===== src/rtl/xlate_pkg.sv =====
package xlate_pkg;
  localparam int VA_W      = 64;
  localparam int PG_BITS   = 13;
  localparam int TAG_MSB   = 42;
  localparam int TAG_W     = TAG_MSB - PG_BITS + 1;
  localparam int PROT_W    = 32;
  localparam int PROT_USED = 16;
  localparam int PA_W      = 44;
  localparam int PFN_W     = PA_W - PG_BITS;

  // fault bits held inverted in the entry
  localparam int RD_FLT_BIT = 1;
  localparam int WR_FLT_BIT = 2;
  localparam int EX_FLT_BIT = 3;
  localparam logic [PROT_USED-1:0] FLT_INV_MASK =
    PROT_USED'((1 << RD_FLT_BIT) | (1 << WR_FLT_BIT) | (1 << EX_FLT_BIT));

  // superpage windows: bits above LSB must be ones, bit LSB zero
  localparam int SP43_LSB = 41;
  localparam int SP43_MAP = 43;
  localparam int SP32_LSB = 30;
  localparam int SP32_MAP = 30;

  typedef struct packed {
    logic                 vld;
    logic [TAG_W-1:0]     tag;
    logic [PROT_USED-1:0] prot;
    logic [PA_W-1:0]      frame;
  } tlb_ent_t;

  typedef enum logic [1:0] {
    RES_HIT  = 2'd0,
    RES_MISS = 2'd1,
    RES_ACV  = 2'd2
  } res_e;
endpackage


===== src/rtl/spage_win.sv =====
module spage_win
  import xlate_pkg::*;
#(
  parameter int MATCH_LSB = SP43_LSB,
  parameter int MAP_BITS  = SP43_MAP
) (
  input  logic [VA_W-1:0] va_i,
  input  logic            en_i,
  output logic            hit_o,
  output logic [PA_W-1:0] pa_o
);
  localparam int HI_W = VA_W - MATCH_LSB;
  localparam logic [HI_W-1:0] PATTERN = {{(HI_W-1){1'b1}}, 1'b0};

  assign hit_o = en_i && (va_i[VA_W-1:MATCH_LSB] == PATTERN);
  assign pa_o  = {{(PA_W-MAP_BITS){1'b0}}, va_i[MAP_BITS-1:0]};
endmodule


===== src/rtl/perm_check.sv =====
module perm_check
  import xlate_pkg::*;
(
  input  logic [PROT_USED-1:0] prot_i,
  input  logic [PROT_W-1:0]    acc_i,
  output logic                 ok_o
);
  logic [PROT_W-1:0] prot_full;

  // upper half of the protection word reads as zero
  assign prot_full = {{(PROT_W-PROT_USED){1'b0}}, prot_i};
  assign ok_o      = ((acc_i & ~prot_full) == '0);
endmodule


===== src/rtl/tlb_store.sv =====
module tlb_store
  import xlate_pkg::*;
#(
  parameter int N_ENT = 8
) (
  input  logic                 clk_i,
  input  logic                 rst_ni,
  input  logic                 fill_i,
  input  logic                 inv_i,
  input  logic [TAG_W-1:0]     fill_tag_i,
  input  logic [PROT_USED-1:0] fill_prot_i,
  input  logic [PFN_W-1:0]     fill_pfn_i,
  input  logic [TAG_W-1:0]     look_tag_i,
  output logic                 hit_o,
  output logic [PROT_USED-1:0] prot_o,
  output logic [PA_W-1:0]      frame_o
);
  localparam int PTR_W = (N_ENT > 1) ? $clog2(N_ENT) : 1;
  localparam logic [PTR_W-1:0] PTR_LAST = PTR_W'(N_ENT - 1);

  tlb_ent_t             ent_q [N_ENT];
  logic [N_ENT-1:0]     vld_vec;
  logic [N_ENT-1:0]     match_vec;
  logic [PTR_W-1:0]     ptr_q;
  tlb_ent_t             new_ent;

  always_comb begin
    new_ent.vld   = 1'b1;
    new_ent.tag   = fill_tag_i;
    new_ent.prot  = fill_prot_i ^ FLT_INV_MASK;
    new_ent.frame = {fill_pfn_i, {PG_BITS{1'b0}}};
  end

  always_ff @(posedge clk_i or negedge rst_ni) begin
    if (!rst_ni) begin
      for (int i = 0; i < N_ENT; i++) ent_q[i] <= '0;
    end else if (inv_i) begin
      for (int i = 0; i < N_ENT; i++) ent_q[i].vld <= 1'b0;
    end else if (fill_i) begin
      for (int i = 0; i < N_ENT; i++)
        if (ptr_q == PTR_W'(i)) ent_q[i] <= new_ent;
    end
  end

  always_ff @(posedge clk_i or negedge rst_ni) begin
    if (!rst_ni)                ptr_q <= '0;
    else if (fill_i && !inv_i)  ptr_q <= (ptr_q == PTR_LAST) ? '0 : ptr_q + 1'b1;
  end

  for (genvar gi = 0; gi < N_ENT; gi++) begin : g_cmp
    assign vld_vec[gi]   = ent_q[gi].vld;
    assign match_vec[gi] = ent_q[gi].vld && (ent_q[gi].tag == look_tag_i);
  end

  // lowest matching index wins
  always_comb begin
    hit_o   = 1'b0;
    prot_o  = '0;
    frame_o = '0;
    for (int i = N_ENT - 1; i >= 0; i--) begin
      if (match_vec[i]) begin
        hit_o   = 1'b1;
        prot_o  = ent_q[i].prot;
        frame_o = ent_q[i].frame;
      end
    end
  end

  AST_INV_CLEARS_ALL: assert property (@(posedge clk_i) disable iff (!rst_ni)
    inv_i |=> (vld_vec == '0));
  AST_FILL_VALIDATES: assert property (@(posedge clk_i) disable iff (!rst_ni)
    (fill_i && !inv_i) |=> vld_vec[$past(ptr_q)]);
endmodule


===== src/rtl/va_xlate.sv =====
module va_xlate
  import xlate_pkg::*;
#(
  parameter int N_ENT = 8
) (
  input  logic                 clk_i,
  input  logic                 rst_ni,
  input  logic                 req_vld_i,
  input  logic [VA_W-1:0]      req_va_i,
  input  logic [PROT_W-1:0]    req_acc_i,
  input  logic                 sp43_en_i,
  input  logic                 sp32_en_i,
  input  logic                 fill_i,
  input  logic [TAG_W-1:0]     fill_vpn_i,
  input  logic [PROT_USED-1:0] fill_prot_i,
  input  logic [PFN_W-1:0]     fill_pfn_i,
  input  logic                 inv_all_i,
  output logic                 rsp_vld_o,
  output logic [PA_W-1:0]      pa_o,
  output logic                 hit_o,
  output logic                 miss_o,
  output logic                 acv_o
);
  logic [TAG_W-1:0]     look_tag;
  logic [PG_BITS-1:0]   pg_off;
  logic                 sp43_hit, sp32_hit, sp_hit;
  logic [PA_W-1:0]      sp43_pa, sp32_pa;
  logic                 tlb_hit, perm_ok;
  logic [PROT_USED-1:0] tlb_prot;
  logic [PA_W-1:0]      tlb_frame;
  res_e                 res_d;
  logic [PA_W-1:0]      pa_d;
  res_e                 res_q;
  logic                 rsp_q;
  logic [PA_W-1:0]      pa_q;

  assign look_tag = req_va_i[TAG_MSB:PG_BITS];
  assign pg_off   = req_va_i[PG_BITS-1:0];

  spage_win #(.MATCH_LSB(SP43_LSB), .MAP_BITS(SP43_MAP)) u_sp43 (
    .va_i(req_va_i), .en_i(sp43_en_i), .hit_o(sp43_hit), .pa_o(sp43_pa)
  );

  spage_win #(.MATCH_LSB(SP32_LSB), .MAP_BITS(SP32_MAP)) u_sp32 (
    .va_i(req_va_i), .en_i(sp32_en_i), .hit_o(sp32_hit), .pa_o(sp32_pa)
  );

  assign sp_hit = sp43_hit || sp32_hit;

  tlb_store #(.N_ENT(N_ENT)) u_store (
    .clk_i       (clk_i),
    .rst_ni      (rst_ni),
    .fill_i      (fill_i),
    .inv_i       (inv_all_i),
    .fill_tag_i  (fill_vpn_i),
    .fill_prot_i (fill_prot_i),
    .fill_pfn_i  (fill_pfn_i),
    .look_tag_i  (look_tag),
    .hit_o       (tlb_hit),
    .prot_o      (tlb_prot),
    .frame_o     (tlb_frame)
  );

  perm_check u_perm (
    .prot_i (tlb_prot),
    .acc_i  (req_acc_i),
    .ok_o   (perm_ok)
  );

  always_comb begin
    res_d = RES_MISS;
    pa_d  = '0;
    if (sp43_hit) begin
      res_d = RES_HIT;
      pa_d  = sp43_pa;
    end else if (sp32_hit) begin
      res_d = RES_HIT;
      pa_d  = sp32_pa;
    end else if (tlb_hit && perm_ok) begin
      res_d = RES_HIT;
      pa_d  = tlb_frame | {{(PA_W-PG_BITS){1'b0}}, pg_off};
    end else if (tlb_hit) begin
      res_d = RES_ACV;
    end
  end

  always_ff @(posedge clk_i or negedge rst_ni) begin
    if (!rst_ni) begin
      rsp_q <= 1'b0;
      res_q <= RES_MISS;
      pa_q  <= '0;
    end else begin
      rsp_q <= req_vld_i;
      if (req_vld_i) begin
        res_q <= res_d;
        pa_q  <= pa_d;
      end
    end
  end

  assign rsp_vld_o = rsp_q;
  assign pa_o      = rsp_q ? pa_q : '0;
  assign hit_o     = rsp_q && (res_q == RES_HIT);
  assign miss_o    = rsp_q && (res_q == RES_MISS);
  assign acv_o     = rsp_q && (res_q == RES_ACV);

  AST_RSP_NEXT_CYCLE: assert property (@(posedge clk_i) disable iff (!rst_ni)
    req_vld_i |=> rsp_vld_o);
  AST_ONE_OUTCOME: assert property (@(posedge clk_i) disable iff (!rst_ni)
    rsp_vld_o |-> ($countones({hit_o, miss_o, acv_o}) == 1));
  AST_FAULT_PA_ZERO: assert property (@(posedge clk_i) disable iff (!rst_ni)
    (rsp_vld_o && !hit_o) |-> (pa_o == '0));
  AST_OFFSET_KEPT: assert property (@(posedge clk_i) disable iff (!rst_ni)
    req_vld_i |=> (!hit_o || (pa_o[PG_BITS-1:0] == $past(req_va_i[PG_BITS-1:0]))));
  AST_SP_WINS: assert property (@(posedge clk_i) disable iff (!rst_ni)
    (req_vld_i && sp_hit) |=> hit_o);
endmodule


===== config.mk =====
export PLATFORM = sky130hd
export DESIGN_NAME = va_xlate
export DESIGN_NICKNAME = d
export VERILOG_FILES = /design/src/rtl/xlate_pkg.sv /design/src/rtl/spage_win.sv /design/src/rtl/perm_check.sv /design/src/rtl/tlb_store.sv /design/src/rtl/va_xlate.sv
export SDC_FILE = /design/constraint.sdc
export NUM_CORES = 2
export LEC_CHECK = 0
export BUFFER_PORTS_ARGS = -buffer_cell sky130_fd_sc_hd__buf_2
export CORE_ASPECT_RATIO = 0.8
export CORE_MARGIN = 1.5
export CORE_UTILIZATION = 55
export CTS_BUF_LIST = sky130_fd_sc_hd__clkbuf_4 sky130_fd_sc_hd__clkbuf_8 sky130_fd_sc_hd__clkbuf_16
export DETAILED_ROUTE_END_ITERATION = 10
export PLACE_DENSITY = 0.72
export SLEW_MARGIN = 20
export SYNTH_ARGS = -nofsm -noshare
export SYNTH_HDL_FRONTEND = slang
export SYNTH_HIERARCHICAL = 1
export SYNTH_SLANG_ARGS = --single-unit

===== constraint.sdc =====
create_clock -name clk_i -period 5.1 [get_ports clk_i]
set_input_delay 1.02 -clock clk_i [delete_from_list [all_inputs] [get_ports clk_i]]
set_output_delay 1.02 -clock clk_i [all_outputs]
set_load 0.02 [all_outputs]

### Word-level counts from Yosys, hierarchy flattened

Index checks and enable logic that the tools add are counted.

| storage, ports and cells | value |
|---|---|
| register bits after elaboration | 674 |
| output and inout bits | 48 |
| bits of input ports | 180 |
| logic and storage cells | 155 |

| cells by class | value |
|---|---|
| eq/ne operators | 19 |
| reduce and logical (&&, ||, !) cells | 44 |
| mux-type cells | 50 |
| bitwise logic cells | 5 |
| add/sub/neg operators | 1 |

Operator list:

| kind | number |
|---|---|
| 2-to-1 mux 728 bit | 1 |
| 2-to-1 mux 91 bit | 8 |
| 2-to-1 mux 44 bit | 12 |
| equality test 30 bit | 8 |
| 2-to-1 mux 16 bit | 8 |
| OR 44 x 13 -> 44 bit | 1 |
| equality test 34 bit, second input constant | 1 |
| AND 32 bit | 1 |
| zero test 32 bit | 1 |
| NOT 16 -> 32 bit | 1 |
| AND reduction 3 bit | 8 |
| equality test 23 bit, second input constant | 1 |
| nonzero test 2 bit | 9 |
| 2-to-1 mux 1 bit | 16 |
| AND reduction 2 bit | 8 |
| logical AND 1 bit | 15 |
| equality test 3 bit, second input constant | 4 |
| 2-to-1 mux 2 bit | 4 |
| equality test 3 x 2 -> 1 bit, second input constant | 2 |
| adder 3 x 1 -> 3 bit, second input constant | 1 |
| equality test 3 x 1 -> 1 bit, second input constant | 1 |
| zero test 3 bit | 1 |
| 2-to-1 mux 3 bit | 1 |
| NOT 3 bit | 1 |
| other kinds (5) | 5 |

### Longest topological paths before layout

| depth | value |
|---|---|
| depth after elaboration | 17 |
| gate-level depth with buffers | 19 |

### Cells and area by module

Netlist, hierarchy kept.

Modules (own cells, without submodules):

| module | times used | cells an instance | area each (um2) |
|---|---|---|---|
| tlb_store | 1 | 2347 | 29563.4 |
| va_xlate | 1 | 325 | 3029.2 |
| spage_win at u_sp32 | 1 | 57 | 417.9 |
| spage_win at u_sp43 | 1 | 53 | 391.6 |
| perm_check | 1 | 32 | 166.4 |

### Worst setup path after synthesis

OpenSTA, ideal clock, no wires.

| timing path | value |
|---|---|
| path type | input-to-reg |
| start point | input port req_va_i[28] |
| end point | register pa_q[10] |
| data arrival time | 4.450 ns |
| path slack | 0.572 ns |
| cell stages on the path | 18 |
| library setup time | 0.077 ns |
| path buffers | 5 |
| cell sequence | buf_2 xnor2_1 nand4_1 or4_4 nor4_4 buf_6 buf_6 a21oi_1 o21a_1 o221ai_1 o22ai_1 or4_1 nor3_2 and3b_1 buf_6 buf_2 o21ai_1 a21oi_1 |

| between the ends | value |
|---|---|
| word-level cells in the longest chain between the ends | 17 |
| elaborated cells between the ends (all ways) | 47 |
| classes of those cells | eq/ne: 8; mux: 26; bitwise: 3; reduce/logical: 10 |

RTL lines:

| item | line | RTL |
|---|---|---|
| start: declaration | va_xlate.sv:9 | `input logic [VA_W-1:0] req_va_i,` |
| equality test 30 bit | tlb_store.sv:52 | `assign match_vec[gi] = ent_q[gi].vld && (ent_q[gi].tag == look_tag_i);` |
| logical AND 1 bit | tlb_store.sv:52 |  |
| 2-to-1 mux 16 bit (7 in a row) | tlb_store.sv:61 | `if (match_vec[i]) begin` |
| 2-to-1 mux 16 bit * | tlb_store.sv:61 |  |
| net tlb_prot[7] | va_xlate.sv:29 | `logic [PROT_USED-1:0] tlb_prot;` |
| NOT 16 -> 32 bit * | perm_check.sv:12 | `assign ok_o = ((acc_i & ~prot_full) == '0);` |
| AND 32 bit * | perm_check.sv:12 |  |
| zero test 32 bit * | perm_check.sv:12 |  |
| net perm_ok | va_xlate.sv:28 | `logic tlb_hit, perm_ok;` |
| logical AND 1 bit * | va_xlate.sv:79 | `end else if (tlb_hit && perm_ok) begin` |
| 2-to-1 mux 44 bit * | va_xlate.sv:79 |  |
| 2-to-1 mux 44 bit * | va_xlate.sv:76 | `end else if (sp32_hit) begin` |
| 2-to-1 mux 44 bit * | va_xlate.sv:73 | `if (sp43_hit) begin` |
| end signal: assignment | va_xlate.sv:96 | `pa_q <= pa_d;` |
| end: declaration | va_xlate.sv:35 | `logic [PA_W-1:0] pa_q;` |

Mark *: on every way through the listed nets, which the timed path passes. The rest lies on a longest branch.
A chain may end at the register's enable or synchronous reset.

### Final worst setup path

| timing path | value |
|---|---|
| start point | input port req_va_i[23] |
| end point | register pa_q[9] |

Same word-level chain as after synthesis.

==> summary.txt <==
Pwr
  • Internal Power: approximately 13 mW
  • P_sw: 5.422 mW
  • Seq pwr share: between 40% and 50%
  • P_leak: 16.73 nW
  • Cell Pwr Density: approximately 490 mW/mm^2
  • Comb power frac: 23.9%
  • Peak VDD IR: 0.2495 mV
  • Power consumption: approximately 19 mW
  • Clock Power Share: between 20% and 30%
  • Sw Ratio: between 20 and 30%

Synth
  • Synth Area in Compound Gates: 11.25%
  • Most common cell in the netlist: dfrtp_1
  • Post-synthesis simple-gate area fraction: 6.739%
  • Gate Count Post-Synth: ~2800
  • XOR/XNOR share of the synthesized area: approximately 6.3%
  • Synthesized area: 0.03357 sq mm
  • Yosys reg bits: 674
  • Number of flops mapped to enable cells by yosys: 0
  • Adder-cell area share of the yosys netlist: 0.2236%
  • Register area share after synthesis: 50.25%
  • Mux share of post-synthesis cell area: 19.93%
  • Cell accounting for the most synthesized area: dfrtp_1
  • Synth area leaders: dfrtp_1 50%, mux2_2 20%, xnor2_1 4.2%, buf_4 2.4%, o21a_1 2.0%
  • Avg Cell Area, Syn: 11.93 sq um
  • Async SR Flop Fraction: 100.0%
  • Share of Yosys cell area claimed by the top area cell type: 50.17%
  • Yosys Warn Count: 6
  • Largest family of logic cells by synthesized area: multiplexers
  • Post-synth top cells: 673 x dfrtp_1, 592 x mux2_2, 162 x xnor2_1
  • Synth Flop Type: dfrtp_1
  • Synth cell types: 52

Clock network
  • Clock Latency Late Sink: ~0.6 ns
  • Post-CTS Setup Inserts: 0
  • TritonCTS clock tree: built
  • CTS Hold Bufs: 0
  • Resize count post-CTS: 0
  • Num Clock Sinks: 674
  • Clock buffer depth: 3
  • TritonCTS buffer count: 69
  • CTS H-tree depth: 3
  • Clock root buffer: clkbuf_16
  • Clock slew at reported path FFs: 0.06 ns

Timing
  • Final setup violation count: 0
  • Fin crit period: 4.733 ns
  • Slew headroom: 23.67%
  • Setup tns final: 0 ns
  • Layout Skew: 0.02386 ns
  • Pins Over Slew Limit: 0
  • Highest clock rate: 0.2113 GHz
  • Period utilization: between 90% and 100%
  • RSZ-0062 raised after global routing: no
  • Final hold violations: 0
  • Fin worst setup slack: 0.3672 ns
  • Worst Max-Slew Pin Slew: 1.145 ns

Global route
  • GRT Total Usage: 32.72%
  • Largest net degree at the start of global routing: 123
  • Initial antenna violation count: 13
  • Gr ovfl total: 0
  • Vias in the first global route: 24470
  • First-pass GRT wire length: 153900 um

Floorplanning
  • Starting density of the core: 55.99%
  • DIE AREA: 0.06253 sq mm
  • FP Rows: 80
  • Core area: about 0.060 sq mm
  • Top-level I/O count: 228
  • DIE WIDTH: 279.2 um
  • Die Ht: 224.0 um

Worst setup path
  • Startpoint Class: input pin
  • Crit-path slowest cell: or4_1
  • Top cell by count, worst path: buf_4
  • FF-to-FF End: pa_q[9]
  • Crit path kind: input pin to flop
  • Crit path required time: 5.62 ns
  • Cells along the critical path: buf_2 > buf_4 > xor2_1 > nor4_1 > nand4_1 > nor2_1 > nor2_4 > buf_4 > o21a_1 > o221ai_1 > o22ai_1 > or4_1 > nor3_2 > buf_4 > and3b_2 > buf_12 > o21ai_1 > a21oi_1
  • R2R setup slack: between 0.5 and 0.6 ns
  • CP peak stage delay: around 0.56 ns
  • Crit path capture: pa_q[9]
  • Worst reg2reg path depth: 16
  • Crit-path max FO: 22
  • Crit. Startpoint: req_va_i[23]
  • Worst r2r src: u_store/ent_q[429]
  • Crit path DAT: 5.26 ns
  • Worst Setup End Kind: flop

Cells and area
  • Post-layout nets: 3159
  • Final core utilization: 62.97%
  • Layout cell share with drive strength beyond 1: 37.52%
  • Reg area: approximately 0.017 sq mm
  • Fill cells: 4600
  • Design Area, Final: roughly 0.038 sq mm
  • Area of the multi-input gates: 0.01512 sq mm
  • Area Overhead vs Synth: 12.48%

Place
  • Gp weighted congestion: 0.8984
  • HPWL Detailed: 66750 um
  • Port-buffer cells: 227
  • Placed cell area: 0.03553 sq mm
  • Pre-CTS setup slack: -0.2055 ns

Route
  • Via/cell ratio: roughly 6.3
  • DR vias: 24060
  • Initial DRC count: 2350
  • WL per Instance: between 20 and 30 um
  • Post-DRT Antenna Nets: 0
  • DRC errors left: 0
  • Final WL: between 100000 and 150000 um
  • First-pass DRT Iterations: 7

Run status
  • Status: finished clean

Run
  • Max Cap Viol: 0

Worst hold path
  • Hold Path Depth: 2
  • Hold Crit Class: flop to flop
==> sequential cells by signal (all words and copies together), names as in the netlist <==
register,count
pa_q,44
res_q,2
rsp_vld_o,1
u_store/ent_q,624
u_store/ptr_q,3
==> critical path: cells and delay by family <==
family / cells / cell delay (ns)
compound gates: 5 / 0.65
xor+xnor: 1 / 0.08
buf+inv: 5 / 1.11
simple gates: 7 / 2.34
==> worst min path at each step <==
stage / endpoint / startpoint / slack, ns
3_5_place_dp: u_store/ent_q[46] / u_store/ent_q[46] / 0.47
3_3_place_gp: u_store/ent_q[46] / u_store/ent_q[46] / 0.46
4_1_cts: u_store/ent_q[46] / u_store/ent_q[46] / 0.48
2_1_floorplan: u_store/ent_q[45] / u_store/ent_q[45] / 0.44
6_report: u_store/ent_q[46] / u_store/ent_q[46] / 0.48
5_1_grt: u_store/ent_q[46] / u_store/ent_q[46] / 0.50
==> stage by stage <==
step	instances	hold slack, ns
final	3806	0.4830
after floorplan	2839	0.4450
after detailed placement	3681	0.4688
after CTS	3801	0.4844
after global placement	3681	0.4582
after global routing	3803	0.5028
==> area by class of cell <==
cell class                      count  share of cell area, %
Multi-Input combinational cell   1829                  40.04
Inverter                           28                 0.2784
Clock inverter                     16                 0.2883
Sequential cell                   674                  44.68
Antenna cell                        5                0.03314
Tap cell                          779                  2.581
Clock buffer                      104                  5.577
Timing Repair Buffer              371                  6.528
==> cell usage in the layout, fill, tap and decap left out, types with 44 or more instances in the layout <==
master / count
dfrtp_1: 672
mux2_2: 592
buf_2: 226
xnor2_1: 162
nor2_1: 138
buf_4: 125
o21ai_0: 118
o21a_1: 91
a21oi_1: 82
xor2_1: 78
clkbuf_16: 71
nand2_1: 65
nand4_1: 61
and2_1: 47
a21boi_0: 46
o22a_1: 45
o211ai_1: 45
o221ai_1: 45
nand3b_1: 44
==> kinds of logic after synthesis <==
| logic type | count (synthesis) |
|---|---|
| flops | 674 |
| mux | 594 |
| compound gates | 532 |
| simple gates | 429 |
| buf+inv | 336 |
| xor+xnor | 240 |
| fa+ha+maj | 6 |
| other cells | 3 |
==> power groups by stage <==
stage / registers, mW / logic (mW) / clock network (mW)
after global placement: 9.07 / 4.19 / 0
after CTS: 9.17 / 4.43 / 5.06
after floorplan: 8.81 / 3.38 / 0
after global routing: 9.47 / 4.80 / 5.28
after detailed placement: 9.25 / 4.39 / 0
final: 9.22 / 4.47 / 5.00
==> routing by layer <==
layer	global-route usage [%]	share of wire [%]	wire length, um	up-vias
met5	0	0.098	100	-
met4	8.906	2.4	2478	16
met3	8.824	10	10320	192
met2	49.50	45	45660	1100
met1	46.48	43	43900	12510
li1	-	-	-	10250
No activity file was read; power rests on OpenSTA's default activity.
